--- config.mk ---
export PLATFORM = sky130hd
export DESIGN_NAME = pport_unit
export DESIGN_NICKNAME = d
export VERILOG_FILES = /design/src/rtl/pport_pkg.sv /design/src/rtl/pport_ctrl.sv /design/src/rtl/pport_datapath.sv /design/src/rtl/pport_unit.sv
export SDC_FILE = /design/constraint.sdc
export NUM_CORES = 1
export LEC_CHECK = 0
export BUFFER_PORTS_ARGS = -buffer_cell sky130_fd_sc_hd__buf_2
export CAP_MARGIN = 20
export CORE_MARGIN = 2
export CORE_UTILIZATION = 35
export CTS_BUF_LIST = sky130_fd_sc_hd__clkbuf_8
export CTS_CLUSTER_SIZE = 12
export DETAILED_ROUTE_END_ITERATION = 10
export SYNTH_ARGS = -nofsm -noshare
export SYNTH_HDL_FRONTEND = slang
export SYNTH_SLANG_ARGS = --single-unit
--- constraint.sdc ---
create_clock -name clk -period 3.4 [get_ports clk]
set_input_delay 1.02 -clock clk [delete_from_list [all_inputs] [get_ports clk]]
set_output_delay 1.02 -clock clk [all_outputs]
set_load 0.01 [all_outputs]
--- src/rtl/pport_pkg.sv ---
package pport_pkg;

  typedef enum logic [1:0] {
    KIND_OUT = 2'd0,
    KIND_IO  = 2'd1,
    KIND_TRI = 2'd2
  } portKind_e;

  // strobes from control to datapath
  typedef struct packed {
    logic wr;
    logic rd;
  } busStrobe_t;

  function automatic int regCount(int ports, portKind_e kind);
    return (kind == KIND_TRI) ? 2 * ports : ports;
  endfunction

  function automatic int addrBits(int ports, portKind_e kind);
    int n;
    n = regCount(ports, kind);
    return (n > 1) ? $clog2(n) : 1;
  endfunction

endpackage

--- src/rtl/pport_ctrl.sv ---
module pport_ctrl (
  input  logic                  clk,
  input  logic                  rst,
  input  logic                  busCyc,
  input  logic                  busStb,
  input  logic                  busWe,
  output pport_pkg::busStrobe_t strobe,
  output logic                  busAck
);
  logic ackReg;
  logic request;

  // a new transfer is taken only when no acknowledge is pending
  assign request    = busCyc & busStb & ~ackReg;
  assign strobe.wr  = request & busWe;
  assign strobe.rd  = request & ~busWe;

  always_ff @(posedge clk) begin
    if (rst) ackReg <= 1'b0;
    else     ackReg <= request;
  end

  assign busAck = ackReg;
endmodule

--- src/rtl/pport_datapath.sv ---
module pport_datapath #(
  parameter int                   NUM_PORTS = 4,
  parameter int                   DATA_W    = 8,
  parameter pport_pkg::portKind_e PORT_KIND = pport_pkg::KIND_TRI,
  parameter int                   ADDR_W    = 3
) (
  input  logic                          clk,
  input  logic                          rst,
  input  pport_pkg::busStrobe_t         strobe,
  input  logic [ADDR_W-1:0]             busAdr,
  input  logic [DATA_W-1:0]             busDatIn,
  output logic [DATA_W-1:0]             busDatOut,
  input  logic [NUM_PORTS*DATA_W-1:0]   portIn,
  output logic [NUM_PORTS*DATA_W-1:0]   portOut,
  output logic [NUM_PORTS*DATA_W-1:0]   dirOut
);
  localparam bit IS_TRI = (PORT_KIND == pport_pkg::KIND_TRI);
  localparam bit HAS_IN = (PORT_KIND != pport_pkg::KIND_OUT);
  localparam int SHIFT  = IS_TRI ? 1 : 0;
  localparam int IDX_W  = (NUM_PORTS > 1) ? $clog2(NUM_PORTS) : 1;

  logic [DATA_W-1:0] outArr  [NUM_PORTS];
  logic [DATA_W-1:0] dirArr  [NUM_PORTS];
  logic [DATA_W-1:0] inArr   [NUM_PORTS];
  logic [DATA_W-1:0] viewArr [NUM_PORTS];
  logic [IDX_W-1:0]  portSel;
  logic              selDir;
  logic [DATA_W-1:0] rdVal;

  // address decode: tristate type interleaves port and direction registers
  always_comb begin
    selDir  = IS_TRI ? busAdr[0] : 1'b0;
    portSel = IDX_W'(busAdr >> SHIFT);
    if (NUM_PORTS == 1) portSel = '0;
  end

  for (genvar g = 0; g < NUM_PORTS; g++) begin : gPort
    logic [DATA_W-1:0] outReg;
    logic [DATA_W-1:0] inReg;

    always_ff @(posedge clk) begin
      if (rst)                                              outReg <= '0;
      else if (strobe.wr && !selDir && portSel == IDX_W'(g)) outReg <= busDatIn;
    end

    // input bus captured every clock, no reset needed
    always_ff @(posedge clk) inReg <= portIn[g*DATA_W +: DATA_W];

    assign outArr[g] = outReg;
    assign inArr[g]  = inReg;
    assign portOut[g*DATA_W +: DATA_W] = outReg;

    if (HAS_IN) begin : gIn
      assign viewArr[g] = inReg;
    end else begin : gNoIn
      assign viewArr[g] = outReg;
    end

    if (IS_TRI) begin : gDir
      logic [DATA_W-1:0] dirReg;
      always_ff @(posedge clk) begin
        if (rst)                                             dirReg <= '0;
        else if (strobe.wr && selDir && portSel == IDX_W'(g)) dirReg <= busDatIn;
      end
      assign dirArr[g] = dirReg;
    end else begin : gNoDir
      assign dirArr[g] = '0;
    end

    assign dirOut[g*DATA_W +: DATA_W] = dirArr[g];
  end

  assign rdVal = selDir ? dirArr[portSel] : viewArr[portSel];

  always_ff @(posedge clk) begin
    if (rst)            busDatOut <= '0;
    else if (strobe.rd) busDatOut <= rdVal;
    else                busDatOut <= '0;
  end
endmodule

--- src/rtl/pport_unit.sv ---
module pport_unit #(
  parameter int                   NUM_PORTS = 4,
  parameter int                   DATA_W    = 8,
  parameter pport_pkg::portKind_e PORT_KIND = pport_pkg::KIND_TRI
) (
  input  logic                                              clk,
  input  logic                                              rst,
  input  logic                                              busCyc,
  input  logic                                              busStb,
  input  logic                                              busWe,
  input  logic [pport_pkg::addrBits(NUM_PORTS, PORT_KIND)-1:0] busAdr,
  input  logic [DATA_W-1:0]                                 busDatIn,
  output logic [DATA_W-1:0]                                 busDatOut,
  output logic                                              busAck,
  input  logic [NUM_PORTS*DATA_W-1:0]                       portIn,
  output logic [NUM_PORTS*DATA_W-1:0]                       portOut,
  output logic [NUM_PORTS*DATA_W-1:0]                       dirOut
);
  localparam int ADDR_W = pport_pkg::addrBits(NUM_PORTS, PORT_KIND);

  pport_pkg::busStrobe_t strobe;

  pport_ctrl uCtrl (
    .clk    (clk),
    .rst    (rst),
    .busCyc (busCyc),
    .busStb (busStb),
    .busWe  (busWe),
    .strobe (strobe),
    .busAck (busAck)
  );

  pport_datapath #(
    .NUM_PORTS (NUM_PORTS),
    .DATA_W    (DATA_W),
    .PORT_KIND (PORT_KIND),
    .ADDR_W    (ADDR_W)
  ) uPath (
    .clk       (clk),
    .rst       (rst),
    .strobe    (strobe),
    .busAdr    (busAdr),
    .busDatIn  (busDatIn),
    .busDatOut (busDatOut),
    .portIn    (portIn),
    .portOut   (portOut),
    .dirOut    (dirOut)
  );
endmodule

==> results of run 1 <==
## worst paths after layout
check / from / end / slack [ps] / depth (start not counted)
hold reg to reg: uPath.gPort[0].outReg[4]$_SDFFE_PP0P_ / uPath.gPort[0].outReg[4]$_SDFFE_PP0P_ / 480 / 2
setup reg to reg: uCtrl.busAck$_SDFF_PP0_ / uPath.gPort[3].outReg[6]$_SDFFE_PP0P_ / 1570 / 3
setup / recovery: busStb / uPath.gPort[3].outReg[6]$_SDFFE_PP0P_ / 1190 / 4
hold / removal: uPath.gPort[0].outReg[4]$_SDFFE_PP0P_ / uPath.gPort[0].outReg[4]$_SDFFE_PP0P_ / 480 / 2
## cell type report
| type | count | area, um^2 | area share, % |
|---|---|---|---|
| Clock buffer | 10 | 138 | 2.86 |
| Clock inverter | 6 | 50.0 | 1.04 |
| Inverter | 16 | 60.1 | 1.25 |
| Multi-Input combinational cell | 178 | 1680 | 34.9 |
| Sequential cell | 105 | 2100 | 43.6 |
| Tap cell | 143 | 179 | 3.71 |
| Timing Repair Buffer | 121 | 608 | 12.6 |
## sequential cells by signal, indices dropped and copies added, names as in the netlist
name and flops:
uCtrl.busAck 1, uPath.busDatOut 8, uPath.gPort.outReg 32, uPath.gPort.gDir.dirReg 32, uPath.gPort.inReg 32
## power by group
| group | leakage (nW) | total [mW] | internal, mW | switching (mW) |
|---|---|---|---|---|
| Sequential | 0.859 | 1.26 | 1.26 | 0.00774 |
| Clock | 0.0895 | 0.731 | 0.294 | 0.437 |
| Combinational | 1.51 | 0.134 | 0.0672 | 0.0668 |
## stage by stage
step	setup WS, ps	instance area [um^2]
finish	1190	4820
floorplan	1370	4020
detailed placement	805	4630
global placement	825	4630
global route	1040	4820
CTS	1180	4820
## routing by layer
metal / track usage [%] / vias up / wire length (um)
li1: - / 1320 / -
met5: 0 / - / 0
met2: 25.6 / 57 / 4590
met3: 4.59 / 8 / 389
met1: 19.2 / 1280 / 4110
met4: 5.10 / 0 / 147
## Yosys cell counts
cell type and n:
mux4_2 5, nand4b_1 3, nand2_2 2, buf_2 7, nand2b_1 72, nor2_1 3, mux4_1 11, dfxtp_1 105
nand3b_1 1, nand4_1 1, clkbuf_1 6, nor3b_1 2, buf_8 1, o22ai_1 8, clkinv_1 1, nand3_2 1
clkbuf_2 1, nand2_1 1, nor2b_1 1, inv_1 15, nand4_4 1, buf_1 8, and4b_1 2, buf_6 4
mux2i_1 64, buf_12 1
## logic make-up (layout without fill, tap and decap cells)
logic type / after synthesis / in the layout / share of synthesized area [%]
DFF: 105 / 105 / 52.3
and+or+nand+nor: 90 / 90 / 14.7
muxes: 80 / 80 / 25.9
buffers and inverters: 44 / 153 / 5.79
AOI/OAI and AO/OA: 8 / 8 / 1.25
## tightest hold or removal path, cell delays in order, from the launching register on
cell	delay, ps
dfxtp_1	320
nand2b_1	60
mux2i_1	60
==> results.yml, run 1 <==
die:
  row_count: 39
  die_area_um2: 12400
  ios: 121
  chipHeight_um: 111
  initial_core_util_pct: 35.5
  chipWidth_um: 111
  core-area_um2: 11300
clocking:
  clk_pin_slew_ps: 100
  clock_path_buffers: 2
  clock_latency_ps: 370
  numCtsBuffers: 9
  cts_num_sinks: 105
  htree_levels: 3
  cts_tree: "done"
  ctsResizeCount: 0
  postCtsHoldBufs: 0
  cts-root-buf: "clkbuf_8"
  cts_setup_buffers: 0
logic_synthesis:
  avgSynthCellArea_um2: 12.3
  seq_area_frac_synth_pct: 52.3
  ys_seq_elements: 105
  syn-cell-area_um2: 4020
  synth.top_cell.area_share_pct: 52.3
  yosys_warnings: 0
  yosys-top-cells-area: "dfxtp_1, mux2i_1, nand2b_1"
  ys_types: 26
  synth_fp_nets: 375
  syn_inst: 327
  synth_top_area_cell: "dfxtp_1"
power_and_ir_drop:
  finalPower_mw: 2.13
  ir_drop_mv: 0.198
  p_leak_nw: 2.46
  power_density_nw_per_um2: 442
placed_design:
  port_buffers: 120
  gp_congestion: 0.704
  dp_cells: 563
  place_hpwl_mm: 6.57
sta:
  fin_crit_ps: 2210
  rsz0062_at_grt: "no"
  tightest_slew_ps: 746
  fmax_ghz: 0.453
  setup_viol: 0
  setup_tns_ps: 0
  fin_worst_skew_ps: 5.94
  hold_viol_final: 0
  slew_headroom_pct: 50.2
  slew_viol_final: 0
  whs_ps: 475
  fin_crit_sh_pct: 64.9
detailed_routing:
  wirelength_mm: 9.24
  avgRoutedWirePerCell_um: 16.0
  drc_errors: 0
  first_pass_iters: 4
  avgViaCountPerCell: 4.60
  vias: 2665
  final_antenna_net_count: 0
  initialDrtViolationCount: 60
cells_and_area:
  final_core_util_pct: 42.6
  antenna_cells: 0
  nFillCells: 1119
  nets: 479
  final_cell_mix: "buf_2, dfxtp_1, nand2b_1"
  drive_gt1_share_pct: 33.5
  syn_to_final_growth_pct: 20.0
  fin_cells: 579
  layout_commonest_cell: "buf_2"
worst_setup_path:
  path_buf_inv: 1
  path_cells: "buf_2 -> and4b_1 -> nand4b_1 -> mux2i_1"
  max_stage_delay_ps: 590
  cp-end-kind: "flip-flop"
  worstPathMaxFanout: 8
  arrival_ps: 2500
  crit_required_ps: 3690
  worst-setup-path-type: "input pin to flip-flop"
  crit_path_start_kind: "input pin"
  crit_slowest_cell: "nand4b_1"
  path_delay_family: "simple AND/OR/NAND/NOR gates"
grt:
  antenna_found_initial: 0
  grt_usage_pct: 15.4
  gr-total-overflow: 0
  grt_pass1_wl_mm: 14.7
  grt_max_degree: 56
  grt_pass1_vias: 2797
outcome:
  status: "completed"
run:
  drv_cap: 0
hold_path:
  hp-class: "flip-flop to flip-flop"
Power figures use the tool's default switching activity.
==> inputs of run 2 (changes only) <==
- clock period: 3.4 -> 1.85 ns (I/O delays scaled with it)
==> run 2 against run 1 <==
First-iteration DRC count is 78% higher. Core utilization is 1.5 points higher. Critical path type is now flip-flop to primary output. Largest power group unchanged. Count of clock-buffer cells in the layout is 1 lower. Hold slack worse by 200 ps. Critical path depth is 3 lower. Largest cell class unchanged. Via count is 2.9% higher. Design area is 3.6% higher. Non-clock buffer count is 12 higher.
==> results.yml, run 2 (same netlist as run 1, synthesis figures left out) <==
power_and_ir_drop:
  clockPowerShare_pct: 38.1
  pwr-share-comb_pct: 6.4
  power_density_nw_per_um2: 838
  p_leak_nw: 2.57
  swShare_pct: 22.9
  intPower_mw: 3.23
  ir_drop_mv: 0.375
  seq_power_share_pct: 55.5
  switchingPower_mw: 0.960
hold_path:
  hold_start: "portIn[26]"
  min_to: "uPath.gPort[3].inReg[2]$_DFF_P_"
  whs_path_depth: 1
  hp-class: "input pin to flip-flop"
die:
  chipHeight_um: 111
  ios: 121
  initial_core_util_pct: 35.5
  core-area_um2: 11300
  die_area_um2: 12400
  row_count: 39
  chipWidth_um: 111
worst_setup_path:
  reg2reg_from: "uCtrl.busAck$_SDFF_PP0_"
  r2r_slack_ps: 410
  cp-end-kind: "primary output"
  crit_path_start_kind: "flip-flop"
  path_buf_inv: 1
  worstPathMaxFanout: 3
  crit_required_ps: 1290
  max_stage_delay_ps: 420
  worst-setup-path-type: "flip-flop to primary output"
  r2r.worst_path.cells: 5
  path_cells: "buf_2"
  path_delay_family: "flip-flops"
  arrival_ps: 950
  crit_slowest_cell: "dfxtp_1"
  r2r_end: "uPath.gPort[1].gDir.dirReg[3]$_SDFFE_PP0P_"
cells_and_area:
  final_cell_mix: "buf_2, dfxtp_1, nand2b_1"
  nets: 491
  drive_gt1_share_pct: 35.0
  antenna_cells: 0
  layout_commonest_cell: "buf_2"
  largestRegisters: "uPath.gPort.gDir.dirReg: 32 flops, uPath.gPort.inReg: 32 flops, uPath.gPort.outReg: 32 flops"
  multiInputGateArea_um2: 1680
  seq_area_um2: 2100
  design_area_um2: 4990
  syn_to_final_growth_pct: 24.3
  nFillCells: 1114
clocking:
  clk_pin_slew_ps: 100
  postCtsHoldBufs: 0
  ctsResizeCount: 0
  cts_num_sinks: 105
  clock_latency_ps: 380
  clock_path_buffers: 2
  cts_tree: "done"
  cts-root-buf: "clkbuf_8"
  htree_levels: 3
  numCtsBuffers: 9
  cts_setup_buffers: 0
sta:
  hold_viol_final: 0
  slew_headroom_pct: 71.2
  fin_worst_skew_ps: 12.5
  tightest_slew_ps: 432
  setup_viol: 0
  fmax_ghz: 0.666
  setup_tns_ps: 0
  fin_crit_ps: 1500
  rsz0062_at_grt: "no"
  layout_setup_ws_ps: 348
  slew_viol_final: 0
  fin_crit_sh_pct: 81.2
detailed_routing:
  first_pass_iters: 5
  avgViaCountPerCell: 4.64
  initialDrtViolationCount: 107
  final_antenna_net_count: 0
  avgRoutedWirePerCell_um: 16.3
  drc_errors: 0
  wirelength_mm: 9.64
  vias: 2742
grt:
  grt_pass1_vias: 2773
  grt_max_degree: 30
  grt_usage_pct: 15.9
  antenna_found_initial: 0
  gr-total-overflow: 0
  grt_pass1_wl_mm: 15.2
placed_design:
  pre_cts_slack_ps: 110
  placed_cell_area_um2: 4770
  gp_congestion: 0.739
  place_hpwl_mm: 7.09
  port_buffers: 120
run:
  drv_cap: 0
outcome:
  status: "completed"
## run 2: cell types whose count changed in the layout (fill, tap and decap cells not counted), sizes merged
cell | before | now
buf | 121 | 133
inv | 17 | 20
bufinv | 0 | 2
clkbuf | 10 | 9
clkinvlp | 2 | 0
clkinv | 3 | 1
## run 2: metal layers
layer	GRT usage [%]	part of all wire (%)	routed length [um]
met4	5.43	1.8	174
met1	20.0	44	4220
met2	26.7	50	4850
met5	0	0	0
met3	4.16	4.2	402
## run 2: worst max path at each step
stage | depth (start not counted) | from | to | slack (ps)
3_5_place_dp | 5 | busAdr[1] | uPath.busDatOut[1]$_SDFF_PP0_ | 110
6_report | 1 | uPath.gPort[0].gDir.dirReg[5]$_SDFFE_PP0P_ | dirOut[5] | 350
3_3_place_gp | 6 | busStb | uPath.gPort[1].gDir.dirReg[0]$_SDFFE_PP0P_ | 110
4_1_cts | 1 | uPath.gPort[0].gDir.dirReg[5]$_SDFFE_PP0P_ | dirOut[5] | 330
2_1_floorplan | 5 | busAdr[1] | uPath.busDatOut[5]$_SDFF_PP0_ | 280
5_1_grt | 1 | uPath.gPort[0].gDir.dirReg[4]$_SDFFE_PP0P_ | dirOut[4] | 300
## run 2: power by group through the flow
| stage | Clock, mW | Combinational (mW) | Sequential, mW |
|---|---|---|---|
| 6_report | 1.59 | 0.268 | 2.32 |
| 3_3_place_gp | 0 | 0.267 | 2.38 |
| 4_1_cts | 1.62 | 0.274 | 2.32 |
| 2_1_floorplan | 0 | 0.168 | 2.38 |
| 3_5_place_dp | 0 | 0.273 | 2.38 |
| 5_1_grt | 1.72 | 0.294 | 2.33 |
## run 2: through the flow
stage               util (%)  total power, mW  hold WS [ps]  cells
finish                  44.1             4.19           274    591
global route            44.1             4.35           246    591
CTS                     44.1             4.22           260    591
detailed placement      42.2             2.65           466    575
global placement        42.2             2.64           459    575
floorplan                  -             2.54           496    327
## run 2: area by class of cell
type / instances / area share [%]
inverter: 16 / 1.20
multi-input combinational: 178 / 33.7
timing repair buffer: 133 / 15.0
sequential: 105 / 42.1
tap: 143 / 3.58
clock inverter: 7 / 1.98
clock buffer: 9 / 2.48
==> inputs of run 3 (changes only) <==
- clock period: 1.85 -> 1.2 ns (I/O delays scaled with it)
==> run 3 against run 2 <==
Wire length is 7.8% higher. Design area is 22% higher. Clock skew is 4.7 ps lower. Via count is 9.1% higher. Non-clock buffer count is 62 higher. The run now ends with setup timing left. Combinational power is 110% higher. Global-route usage is 0.87 points higher. Final cell count is 10% higher. Die area stayed put. Sequential power is 55% higher. Hold slack worse by 190 ps. Highest routed layer unchanged. Register-to-register slack worse by 570 ps. Critical endpoint is now uPath.gPort[1].gDir.dirReg[0]$_SDFFE_PP0P_. Critical path type is now flip-flop to flip-flop.
==> results.yml, run 3 (same netlist as run 1, synthesis figures left out) <==
worst_setup_path:
  worst-setup-path-type: "flip-flop to flip-flop"
  path_delay_family: "simple AND/OR/NAND/NOR gates"
  endpoint: "uPath.gPort[1].gDir.dirReg[0]$_SDFFE_PP0P_"
  max_stage_delay_ps: 350
  crit_start: "uCtrl.busAck$_SDFF_PP0_"
  path_cells: "and4b_2 -> and4b_2 -> buf_12 -> mux2i_1"
  crit_slowest_cell: "and4b_2"
  cp.depth: 4
  r2r.worst_path.cells: 4
  path_buf_inv: 1
  arrival_ps: 1650
  worstPathMaxFanout: 6
  crit_required_ps: 1490
  cpMostUsedCell: "and4b_2"
  cp-end-kind: "flip-flop"
  r2r_end: "uPath.gPort[1].gDir.dirReg[0]$_SDFFE_PP0P_"
  reg2reg_from: "uCtrl.busAck$_SDFF_PP0_"
  crit_path_start_kind: "flip-flop"
  r2r_slack_ps: -160
cells_and_area:
  drive_gt1_share_pct: 61.4
  largestRegisters: "uPath.gPort.gDir.dirReg: 32 flops, uPath.gPort.inReg: 32 flops, uPath.gPort.outReg: 32 flops"
  layout_commonest_cell: "buf_6"
  final_cell_mix: "buf_6, nand2b_1, dfxtp_2"
  syn_to_final_growth_pct: 51.8
  design_area_um2: 6100
  fin_cells: 653
  antenna_cells: 0
  nets: 553
detailed_routing:
  final_antenna_net_count: 0
  first_pass_iters: 4
  initialDrtViolationCount: 117
  avgViaCountPerCell: 4.58
  avgRoutedWirePerCell_um: 15.9
  wirelength_mm: 10.4
  drc_errors: 0
  vias: 2992
placed_design:
  place_hpwl_mm: 7.43
  dp_cells: 601
  gp_congestion: 0.732
  port_buffers: 120
  placed_cell_area_um2: 5070
grt:
  grt_usage_pct: 16.8
  grt_pass1_vias: 3151
  grt_max_degree: 26
  antenna_found_initial: 0
  grt_pass1_wl_mm: 16.2
  gr-total-overflow: 0
sta:
  tightest_slew_ps: 363
  fin_worst_skew_ps: 7.85
  slew_viol_final: 0
  fin_crit_ps: 1360
  fmax_ghz: 0.738
  setup_tns_ps: -6060
  fin_crit_sh_pct: 113
  setup_viol: 67
  slew_headroom_pct: 75.7
  rsz0062_at_grt: "yes"
  hold_viol_final: 0
  layout_setup_ws_ps: -155
power_and_ir_drop:
  power_density_nw_per_um2: 1010
  ir_drop_mv: 0.587
  finalPower_mw: 6.14
  p_leak_nw: 2.96
die:
  ios: 121
  chipHeight_um: 111
  chipWidth_um: 111
  core-area_um2: 11300
  row_count: 39
  initial_core_util_pct: 35.5
  die_area_um2: 12400
clocking:
  cts_num_sinks: 105
  numCtsBuffers: 9
  cts-root-buf: "clkbuf_8"
  htree_levels: 3
  clk_pin_slew_ps: 100
  clock_path_buffers: 2
  cts_tree: "done"
  clock_latency_ps: 370
outcome:
  violations: "setup timing"
  status: "finished with violations"
hold_path:
  hp-class: "input pin to flip-flop"
run:
  drv_cap: 0
==> run 3: layer usage <==
metal | global-route usage [%] | wire length (um) | up-vias
li1 | - | - | 1471
met1 | 20.0 | 4350 | 1455
met2 | 30.1 | 5550 | 54
met3 | 3.17 | 319 | 12
met4 | 6.26 | 177 | 0
met5 | 0 | 0 | -
==> run 3: worst min-delay path by stage <==
stage / start / to / cells after the start
2_1_floorplan: portIn[0] / uPath.gPort[0].inReg[0]$_DFF_P_ / 0
3_3_place_gp: uPath.gPort[1].outReg[3]$_SDFFE_PP0P_ / uPath.gPort[1].outReg[3]$_SDFFE_PP0P_ / 2
3_5_place_dp: portIn[13] / uPath.gPort[1].inReg[5]$_DFF_P_ / 1
4_1_cts: portIn[1] / uPath.gPort[0].inReg[1]$_DFF_P_ / 1
5_1_grt: portIn[11] / uPath.gPort[1].inReg[3]$_DFF_P_ / 1
6_report: portIn[11] / uPath.gPort[1].inReg[3]$_DFF_P_ / 1
==> run 3: worst register-to-register path, cell delays in order, from the launching register on <==
cell,delay (ps)
dfxtp_2,330
and4b_2,350
and4b_2,300
buf_12,140
mux2i_1,170
==> run 3: report_power, final <==
group / internal (mW) / total (mW) / switching, mW / leakage, nW
registers: 3.56 / 3.59 / 0.0282 / 0.895
clock network: 0.776 / 2.01 / 1.23 / 0.0915
logic: 0.324 / 0.553 / 0.229 / 1.97
total: 4.66 / 6.14 / 1.49 / 2.96
==> run 3: area by class of cell <==
cell class	instances	area [um^2]
fillers	982	5220
flip-flops and latches	105	2190
repair buffers	195	1790
multi-input cells	178	1700
well taps	143	179
clock buffers	9	124
inverters	16	60.1
clock inverters	7	55.1
==> run 3: metrics by stage <==
step	hold slack, ps	utilization [%]	worst slack, ps
2_1_floorplan	388	-	-125
3_3_place_gp	458	44.8	-334
3_5_place_dp	464	44.8	-318
4_1_cts	73.3	52.1	-155
5_1_grt	70.2	53.9	-227
6_report	86.7	53.9	-155
==> run 3: what timing repair did <==
action,4_1_cts,5_1_grt
endpoints found under the setup margin,130,140
pin swaps,3,1
hold buffers,0,0
gates resized for setup,132,36
setup buffers,33,8
